<file path="config.mk">
export PLATFORM = sky130hd
export DESIGN_NAME = mstate_update_unit
export DESIGN_NICKNAME = d
export VERILOG_FILES = /design/src/rtl/msu_pkg.sv /design/src/rtl/msu_return_calc.sv /design/src/rtl/msu_move_calc.sv /design/src/rtl/mstate_update_unit.sv
export SDC_FILE = /design/constraint.sdc
export NUM_CORES = 1
export LEC_CHECK = 0
export BUFFER_PORTS_ARGS = -buffer_cell sky130_fd_sc_hd__buf_2
export CAP_MARGIN = 25
export CORE_AREA = 10 10 170 172
export DETAILED_ROUTE_END_ITERATION = 10
export DIE_AREA = 0 0 180 182
export GPL_ROUTABILITY_DRIVEN = 0
export PLACE_DENSITY = 0.59
export SYNTH_ARGS = -nofsm -noshare
export SYNTH_HDL_FRONTEND = slang
export SYNTH_SLANG_ARGS = --single-unit
</file>
<file path="constraint.sdc">
create_clock -name clk -period 1.8 [get_ports clk]
set_input_delay 0.18 -clock clk [delete_from_list [all_inputs] [get_ports clk]]
set_output_delay 0.18 -clock clk [all_outputs]
set_load 0.05 [all_outputs]
</file>
<file path="src/rtl/msu_pkg.sv">
package msu_pkg;

   typedef enum logic [2:0] {
      OP_READ    = 3'd0,
      OP_RET_SUP = 3'd1,
      OP_RET_HYP = 3'd2,
      OP_MOVE64  = 3'd3,
      OP_MOVE32  = 3'd4
   } msu_op_e;

   localparam int unsigned WORD_W  = 64;
   localparam int unsigned TS_HI   = 34;
   localparam int unsigned TS_LO   = 32;
   localparam int unsigned GUARD   = 14;
   localparam logic [2:0]  TS_HOLD = 3'b010;

   // contiguous mask of ones from bit lo up to bit hi
   function automatic logic [WORD_W-1:0] span(input int unsigned hi, input int unsigned lo);
      logic [WORD_W-1:0] m;
      m = '0;
      for (int unsigned i = lo; i <= hi; i++) m[i] = 1'b1;
      return m;
   endfunction

   // transaction field selection: a held 010 refuses a 000 source
   function automatic logic [2:0] ts_pick(input logic [2:0] cur, input logic [2:0] src);
      return ((cur == TS_HOLD) && (src == 3'b000)) ? cur : src;
   endfunction

endpackage

</file>
<file path="src/rtl/msu_return_calc.sv">
module msu_return_calc
   import msu_pkg::*;
#(
   parameter int unsigned XLEN       = 64,
   parameter int unsigned ALIGN_BITS = 2,
   parameter bit          HYPER      = 1'b0
) (
   input  logic [XLEN-1:0] old_state,
   input  logic [XLEN-1:0] saved_state,
   input  logic [XLEN-1:0] saved_addr,
   output logic [XLEN-1:0] new_state,
   output logic [XLEN-1:0] new_addr
);
   localparam logic [XLEN-1:0] ALIGN_MASK = XLEN'((64'd1 << ALIGN_BITS) - 64'd1);
   localparam logic [XLEN-1:0] SUP_COPY =
      span(63, 61) | span(59, 35) | span(31, 31) | span(26, 22) |
      span(14, 13) | span(11, 6)  | span(3, 0);
   localparam logic [XLEN-1:0] HYP_COPY =
      span(63, 35) | span(31, 31) | span(26, 22) | span(14, 6) | span(3, 0);

   logic [XLEN-1:0] merged;

   assign new_addr = saved_addr & ~ALIGN_MASK;

   generate
      if (HYPER) begin : g_hyp
         always_comb begin
            merged = (saved_state & HYP_COPY) | (old_state & ~HYP_COPY);
            merged[TS_HI:TS_LO] = ts_pick(old_state[TS_HI:TS_LO], saved_state[TS_HI:TS_LO]);
            merged[15] = saved_state[15] | saved_state[GUARD];
            merged[5]  = saved_state[5]  | saved_state[GUARD];
            merged[4]  = saved_state[4]  | saved_state[GUARD];
         end
      end else begin : g_sup
         always_comb begin
            merged = (saved_state & SUP_COPY) | (old_state & ~SUP_COPY);
            merged[TS_HI:TS_LO] = ts_pick(old_state[TS_HI:TS_LO], saved_state[TS_HI:TS_LO]);
            merged[15] = saved_state[15] | saved_state[GUARD];
            merged[5]  = saved_state[5]  | saved_state[GUARD];
            merged[4]  = saved_state[4]  | saved_state[GUARD];
            // guarded bits: 60 may only be cleared, 12 follows the save only while 60 is set
            merged[12] = old_state[60] ? saved_state[12] : old_state[12];
            merged[60] = old_state[60] & saved_state[60];
         end
      end
   endgenerate

   assign new_state = merged;

endmodule

</file>
<file path="src/rtl/msu_move_calc.sv">
module msu_move_calc
   import msu_pkg::*;
#(
   parameter int unsigned XLEN = 64,
   parameter bit          WIDE = 1'b1
) (
   input  logic [XLEN-1:0] old_state,
   input  logic [XLEN-1:0] src,
   input  logic            partial,
   output logic [XLEN-1:0] new_state
);
   localparam logic [XLEN-1:0] W64_COPY =
      span(63, 61) | span(59, 35) | span(31, 16) | span(14, 13) | span(11, 6) | span(3, 1);
   localparam logic [XLEN-1:0] W32_COPY =
      span(31, 16) | span(14, 13) | span(11, 6) | span(3, 1);
   localparam logic [XLEN-1:0] PART_MASK = span(15, 15) | span(1, 1);

   logic [XLEN-1:0] full_val;
   logic [XLEN-1:0] part_val;

   assign part_val = (src & PART_MASK) | (old_state & ~PART_MASK);

   generate
      if (WIDE) begin : g_w64
         always_comb begin
            full_val = (src & W64_COPY) | (old_state & ~W64_COPY);
            full_val[TS_HI:TS_LO] = ts_pick(old_state[TS_HI:TS_LO], src[TS_HI:TS_LO]);
            full_val[5] = src[5] | src[GUARD];
            full_val[4] = src[4] | src[GUARD];
         end
      end else begin : g_w32
         always_comb begin
            full_val = (src & W32_COPY) | (old_state & ~W32_COPY);
            full_val[15] = src[15] | src[GUARD];
            full_val[5]  = src[5]  | src[GUARD];
            full_val[4]  = src[4]  | src[GUARD];
         end
      end
   endgenerate

   assign new_state = partial ? part_val : full_val;

endmodule

</file>
<file path="src/rtl/mstate_update_unit.sv">
module mstate_update_unit
   import msu_pkg::*;
#(
   parameter int unsigned XLEN       = 64,
   parameter int unsigned ALIGN_BITS = 2
) (
   input  logic            clk,
   input  logic            rst,
   input  logic            op_valid,
   input  logic [2:0]      op_code,
   input  logic            l_flag,
   input  logic [XLEN-1:0] gpr_src,
   input  logic [XLEN-1:0] sup_saved_state,
   input  logic [XLEN-1:0] sup_saved_addr,
   input  logic [XLEN-1:0] hyp_saved_state,
   input  logic [XLEN-1:0] hyp_saved_addr,
   input  logic            priv_mode,
   output logic [XLEN-1:0] state_out,
   output logic [XLEN-1:0] next_addr,
   output logic            addr_valid,
   output logic            priv_fault
);
   localparam int unsigned NUM_RET  = 2;
   localparam int unsigned NUM_MOVE = 2;

   generate
      if (XLEN != WORD_W) begin : g_bad_xlen
         $error("mstate_update_unit: XLEN must be 64, bit positions are fixed");
      end
      if (ALIGN_BITS < 1 || ALIGN_BITS >= XLEN) begin : g_bad_align
         $error("mstate_update_unit: ALIGN_BITS out of range");
      end
   endgenerate

   logic [XLEN-1:0] state_q;
   logic [XLEN-1:0] addr_q;
   logic            addr_vld_q;
   logic            fault_q;

   logic [XLEN-1:0] ret_state [NUM_RET];
   logic [XLEN-1:0] ret_addr  [NUM_RET];
   logic [XLEN-1:0] mov_state [NUM_MOVE];

   // index 0 = supervisor, 1 = hypervisor
   generate
      for (genvar g = 0; g < NUM_RET; g++) begin : g_ret
         msu_return_calc #(
            .XLEN      (XLEN),
            .ALIGN_BITS(ALIGN_BITS),
            .HYPER     (g == 1)
         ) u_ret (
            .old_state  (state_q),
            .saved_state((g == 1) ? hyp_saved_state : sup_saved_state),
            .saved_addr ((g == 1) ? hyp_saved_addr  : sup_saved_addr),
            .new_state  (ret_state[g]),
            .new_addr   (ret_addr[g])
         );
      end
      // index 0 = 64-bit move, 1 = 32-bit move
      for (genvar g = 0; g < NUM_MOVE; g++) begin : g_mov
         msu_move_calc #(
            .XLEN(XLEN),
            .WIDE(g == 0)
         ) u_mov (
            .old_state(state_q),
            .src      (gpr_src),
            .partial  (l_flag),
            .new_state(mov_state[g])
         );
      end
   endgenerate

   msu_op_e         op;
   logic            needs_priv;
   logic            fault_now;
   logic            is_ret;
   logic [XLEN-1:0] next_state;
   logic [XLEN-1:0] next_ret_addr;

   always_comb begin
      op            = msu_op_e'(op_code);
      needs_priv    = (op == OP_RET_SUP) || (op == OP_MOVE64) || (op == OP_MOVE32);
      fault_now     = op_valid && needs_priv && !priv_mode;
      is_ret        = 1'b0;
      next_state    = state_q;
      next_ret_addr = addr_q;
      if (op_valid && !fault_now) begin
         unique case (op)
            OP_RET_SUP: begin
               next_state    = ret_state[0];
               next_ret_addr = ret_addr[0];
               is_ret        = 1'b1;
            end
            OP_RET_HYP: begin
               next_state    = ret_state[1];
               next_ret_addr = ret_addr[1];
               is_ret        = 1'b1;
            end
            OP_MOVE64: next_state = mov_state[0];
            OP_MOVE32: next_state = mov_state[1];
            default:   next_state = state_q;
         endcase
      end
   end

   always_ff @(posedge clk) begin
      if (rst) begin
         state_q    <= '0;
         addr_q     <= '0;
         addr_vld_q <= 1'b0;
         fault_q    <= 1'b0;
      end else begin
         state_q    <= next_state;
         addr_q     <= next_ret_addr;
         addr_vld_q <= is_ret;
         fault_q    <= fault_now;
      end
   end

   assign state_out  = state_q;
   assign next_addr  = addr_q;
   assign addr_valid = addr_vld_q;
   assign priv_fault = fault_q;

endmodule

</file>
### Yosys cells after proc, flatten, opt, wreduce, memory -nomap -nowiden

Index checks and enable logic that the tools add are counted.

| storage, ports and cells | value |
|---|---|
| output and inout port bits | 130 |
| word-level logic and storage cells | 61 |
| flip-flop bits (word level) | 130 |
| input port bits | 328 |

| operators by class | value |
|---|---|
| muxes and demuxes | 9 |
| eq/ne operators | 9 |
| reduce and logical (&&, ||, !) cells | 21 |
| bitwise logic cells | 16 |

Operators with widths:

| kind | count |
|---|---|
| 64-bit case mux with 4 select lines | 1 |
| 64-bit two-way mux | 2 |
| 64-bit by 61-bit OR with 64-bit output | 2 |
| 64-bit case mux with 2 select lines | 1 |
| 16-bit by 64-bit OR with 64-bit output | 1 |
| 32-bit by 64-bit OR with 64-bit output | 1 |
| 64-bit by 35-bit OR with 64-bit output | 1 |
| 3-bit by 2-bit equality test with 1-bit output, second input constant | 3 |
| 3-bit logical NOT | 3 |
| 3-bit two-way mux | 3 |
| 1-bit OR | 9 |
| 1-bit logical AND | 6 |
| 2-bit inequality test, second input constant | 3 |
| 5-bit AND reduction | 1 |
| 2-bit AND reduction | 2 |
| 4-bit nonzero test | 1 |
| 2-bit OR reduction | 2 |
| 3-bit by 1-bit equality test with 1-bit output, second input constant | 1 |
| 3-bit equality test, second input constant | 1 |
| 3-bit inequality test, second input constant | 1 |
| 3-bit AND reduction | 1 |
| 1-bit logical NOT | 2 |
| 1-bit logical OR | 2 |
| 1-bit two-way mux | 2 |
| other kinds (3) | 3 |

### Depth between registers and ports, before layout

| depth | value |
|---|---|
| depth in word-level cells | 9 |
| gate-level depth with buffers | 8 |
| gate-level depth less buffers | 4 |

### By module

A second synthesis with hierarchy kept.

| second synthesis, totals | value |
|---|---|
| cell total of the unflattened synthesis | 1220 |
| area, all modules | 10472.5 um2 |

Modules (own cells, without submodules):

| module | cells each | area an instance (um2) | sequential area each (um2) | instances |
|---|---|---|---|---|
| mstate_update_unit | 810 | 6892.9 | 2602.5 | 1 |
| msu_move_calc at g_mov[0].u_mov | 77 | 1014.7 | 0.0 | 1 |
| msu_return_calc at g_ret[0].u_ret | 130 | 972.2 | 0.0 | 1 |
| msu_return_calc at g_ret[1].u_ret | 130 | 969.7 | 0.0 | 1 |
| msu_move_calc at g_mov[1].u_mov | 73 | 623.1 | 0.0 | 1 |

### Worst setup path before layout

OpenSTA, ideal clock, no wires.

| path | value |
|---|---|
| path kind | register to register |
| from | reg state_q[33] (netlist: state_out[33]) |
| to | reg state_q[33] (netlist: state_out[33]) |
| data required time | 1.705 ns |
| setup time | 0.095 ns |
| data arrival time | 1.673 ns |
| clock period less this slack | 1.769 ns |
| setup slack | 0.031 ns |
| stages on the path, launching flop included | 5 |
| buffers on the path | 0 |
| path through | dfxtp_1 inv_1 or4_1 o211a_1 a221oi_1 |

| on the way | value |
|---|---|
| word-level cells in the longest chain between the ends | 4 |
| elaborated cells between the ends (all ways) | 13 |
| classes of those cells | eq/ne (4); mux (3); bitwise (2); reduce/logical (4) |

Ends and longest elaborated chain:

| what | line | text |
|---|---|---|
| start, declared | mstate_update_unit.sv:35 | `logic [XLEN-1:0] state_q;` |
| start signal, assigned | mstate_update_unit.sv:113 | `state_q <= next_state;` |
| 3-bit by 2-bit equality test with 1-bit output | msu_pkg.sv:27 | `return ((cur == TS_HOLD) && (src == 3'b000)) ? cur : src;` |
| 1-bit logical AND | msu_pkg.sv:27 |  |
| 3-bit inequality test (no source line) or 2-bit inequality test (tied branches) | -- |  |
| 5-bit AND reduction (no source line) | -- |  |

Several ways; a longest one is shown, not always the timed one.
A chain may end at the register's enable or synchronous reset.

### Worst setup path after layout

Same ends and word-level chain as after synthesis.

==> impl_metrics.py <==
metrics = {
    "pwr": {
        "p_leak_nw": 4.212,
        "seqPwrFrac_pct": 36.5,
        "p_sw_mw": 2.422,
        "internal_power_mw": 5.850,
        "p_comb_share_pct": 20.6,
        "max-vdd-ir-drop_mv": 0.5415,
        "p_per_area_nw_per_um2": 876.2,
        "power_switching_share_pct": 29.28,
        "power.share.clock_pct": 42.9,
    },
    "die": {
        "die_height_um": 182,
        "die_w_um": 180,
        "rows": 59,
        "fp.dieArea_um2": 32760,
        "coreArea_um2": 25620,
        "start_util_pct": 22.95,
        "ios": 458,
    },
    "route": {
        "drt_pass1_iterations": 8,
        "viasPerCell": 4.702,
        "post_drt_wl_per_cell_um": 18.56,
        "vias": 6536,
        "routed_wl_um": 25810,
        "drc": 0,
        "dr.max_layer_used": "met4",
        "wl_met3_um": 1818,
        "drt_iter0_drc": 411,
        "wl_met1_um": 10230,
        "wl_met2_um": 13270,
        "antenna_left": 0,
    },
    "global_routing": {
        "grt_pass1_wl_um": 39670,
        "grtUsageTotal_pct": 14.96,
        "grt.overflow.total": 0,
        "antenna_found_initial": 0,
        "grt_max_degree": 65,
        "grt_pass1_vias": 7171,
    },
    "clock_network": {
        "cts_buffer_depth": 2,
        "clock_sinks": 128,
        "cts_buffers": 17,
        "cts_tree": "done",
        "cts_setup_buffers": 0,
        "cts_root_buffer": "clkbuf_16",
        "htreeDepth": 4,
        "postCtsResizedCells": 0,
        "clk_pin_slew_ns": 0.06,
        "clk_latency_ns": 0.40,
    },
    "outcome": {
        "status": "finished, final reports clean",
    },
    "logic_synthesis": {
        "yosysSeqAreaShare_pct": 43.58,
        "ys_types": 54,
        "synth_ff_type": "dfxtp_1",
        "yosysTopAreaCell": "dfxtp_1",
        "synth_seq_cells": 128,
        "syn-cell-area_um2": 5879,
        "synthArstFlopShare_pct": 0,
        "yosys.area.top_type_share_pct": 43.58,
        "synth.most_common_cell": "dfxtp_1",
        "synth_cells": 600,
        "synth_area_per_cell_um2": 9.799,
        "synth_commonest_cells": "dfxtp_1 (128), nor2_1 (84), mux2i_1 (74), a211oi_1 (68)",
        "ys_warn_count": 0,
        "synth.area.top_cells": "dfxtp_1 (44%), mux2i_1 (13%), a211oi_1 (8.7%)",
        "synth_edf_count": 0,
    },
    "critical_path": {
        "arrival_ns": 1.81,
        "worstPathMaxFanout": 4,
        "crit_slowest_cell": "or4_1",
        "rr_worst_depth": 4,
        "crit_buf_inv": 1,
        "r2r_slack_ns": 0.30,
        "cp.depth": 4,
        "cp_cell_sequence": "inv_1 > or4_1 > o211a_1 > a221oi_1",
        "cp_slowest_stage_delay_ns": 0.46,
        "critPathCaptureType": "register",
        "crit_family": "compound AO/OA/AOI/OAI gates",
        "critical_path_class": "reg -> reg",
        "cp-start-kind": "register",
        "cp.required_ns": 2.11,
    },
    "layout": {
        "fill_cells": 2616,
        "stdcell_area_um2": 9440,
        "antenna_cells": 0,
        "final_nets": 1371,
        "area_growth_pct": 60.57,
        "drive_gt1_share_pct": 49.38,
    },
    "worst_hold_path": {
        "hold_depth": 3,
        "min_path_type": "in -> reg",
    },
    "timing": {
        "fin_crit_sh_pct": 83.27,
        "period_minus_slack_ns": 1.499,
        "rsz0062_at_grt": "no",
        "holdWs_ns": 0.02453,
        "hold_viol_final": 0,
        "setup_viol": 0,
        "fmax_mhz": 667.1,
        "layout_setup_ws_ns": 0.3011,
        "fin_worst_skew_ns": 0.0008622,
        "slew_viol_final": 0,
    },
    "placement": {
        "dp_hpwl_um": 20870,
        "placed_area_um2": 8768,
        "place_worst_setup_slack_ns": -0.08005,
        "port-buffer-count": 428,
    },
    "run": {
        "cap_violations": 0,
    },
}
## per-stage QoR
stage | cells | util (%) | power [mW] | setup TNS [ns]
floorplan | 601 | - | 4.051 | 0
global placement | 1352 | 34.23 | 4.772 | -0.06913
detailed placement | 1352 | 34.23 | 4.780 | -0.3558
CTS | 1390 | 36.85 | 8.433 | 0
global route | 1390 | 36.85 | 8.675 | 0
finish | 1390 | 36.85 | 8.272 | 0
## cells in the final DEF, fill, tap and decap left out, types with 4 or more instances in the layout
cell           instances
a211oi_1              67
a21oi_1               11
a222oi_1              43
buf_12                17
buf_2                428
buf_4                 35
clkbuf_16             17
dfxtp_1              128
dlygate4sd3_1          7
inv_1                  6
mux2i_1               74
nand2_1                4
nand2b_1               7
nor2_1                82
nor2b_1                4
nor3_1                 8
o21ai_0                8
o2bb2ai_1             43
## state kept, by name, indices dropped and copies added, names as in the netlist, named ones only
name / flops
addr_valid: 1
next_addr: 62
priv_fault: 1
state_out: 54
## final timing paths
path                      start             to
setup reg to reg  state_out[33]  state_out[33]
setup / recovery  state_out[33]  state_out[33]
hold reg to reg    state_out[1]   state_out[1]
hold / removal      gpr_src[16]       register
## power by group through the flow
stage                     logic (mW)  clock network, mW  registers, mW
final                           1.70               3.55           3.02
after global routing            1.83               3.81           3.03
after CTS                       1.71               3.70           3.02
after detailed placement        1.70                  0           3.08
after global placement          1.69                  0           3.08
after floorplan                0.540                  0           3.51
## worst reg2reg max path, stage by stage, from the launching register on
cell	delay, ns
dfxtp_1	0.37
inv_1	0.08
or4_1	0.46
o211a_1	0.24
a221oi_1	0.25
## final cells by class
class                      instances  area (µm²)  area share, %
clock buffer                      19       442.9          4.692
clock inverter                    12       158.9          1.683
inverter                           6       22.52         0.2386
multi-input combinational        403        3019          31.98
sequential                       128        2562          27.14
tap                              335       419.2          4.440
timing repair buffer             487        2815          29.82
## cell families after synthesis
group,synth area share [%]
multiplexers,12.60
AO/OA/AOI/OAI,28.11
other,0.06378
flip-flops,43.58
buffers and inverters,5.575
AND/OR/NAND/NOR,10.07
## routing by layer
layer / up-vias / track usage [%]
met5: - / 0
met2: 298 / 26.74
met4: 0 / 5.160
met1: 2976 / 16.49
li1: 3233 / -
met3: 29 / 4.473
## repair_timing
item | in CTS | in global routing
hold endpoints to repair | 7 | 0
hold buffers | 7 | 0
endpoints found under the setup margin | 0 | 0
No activity file was read; power rests on OpenSTA's default activity.
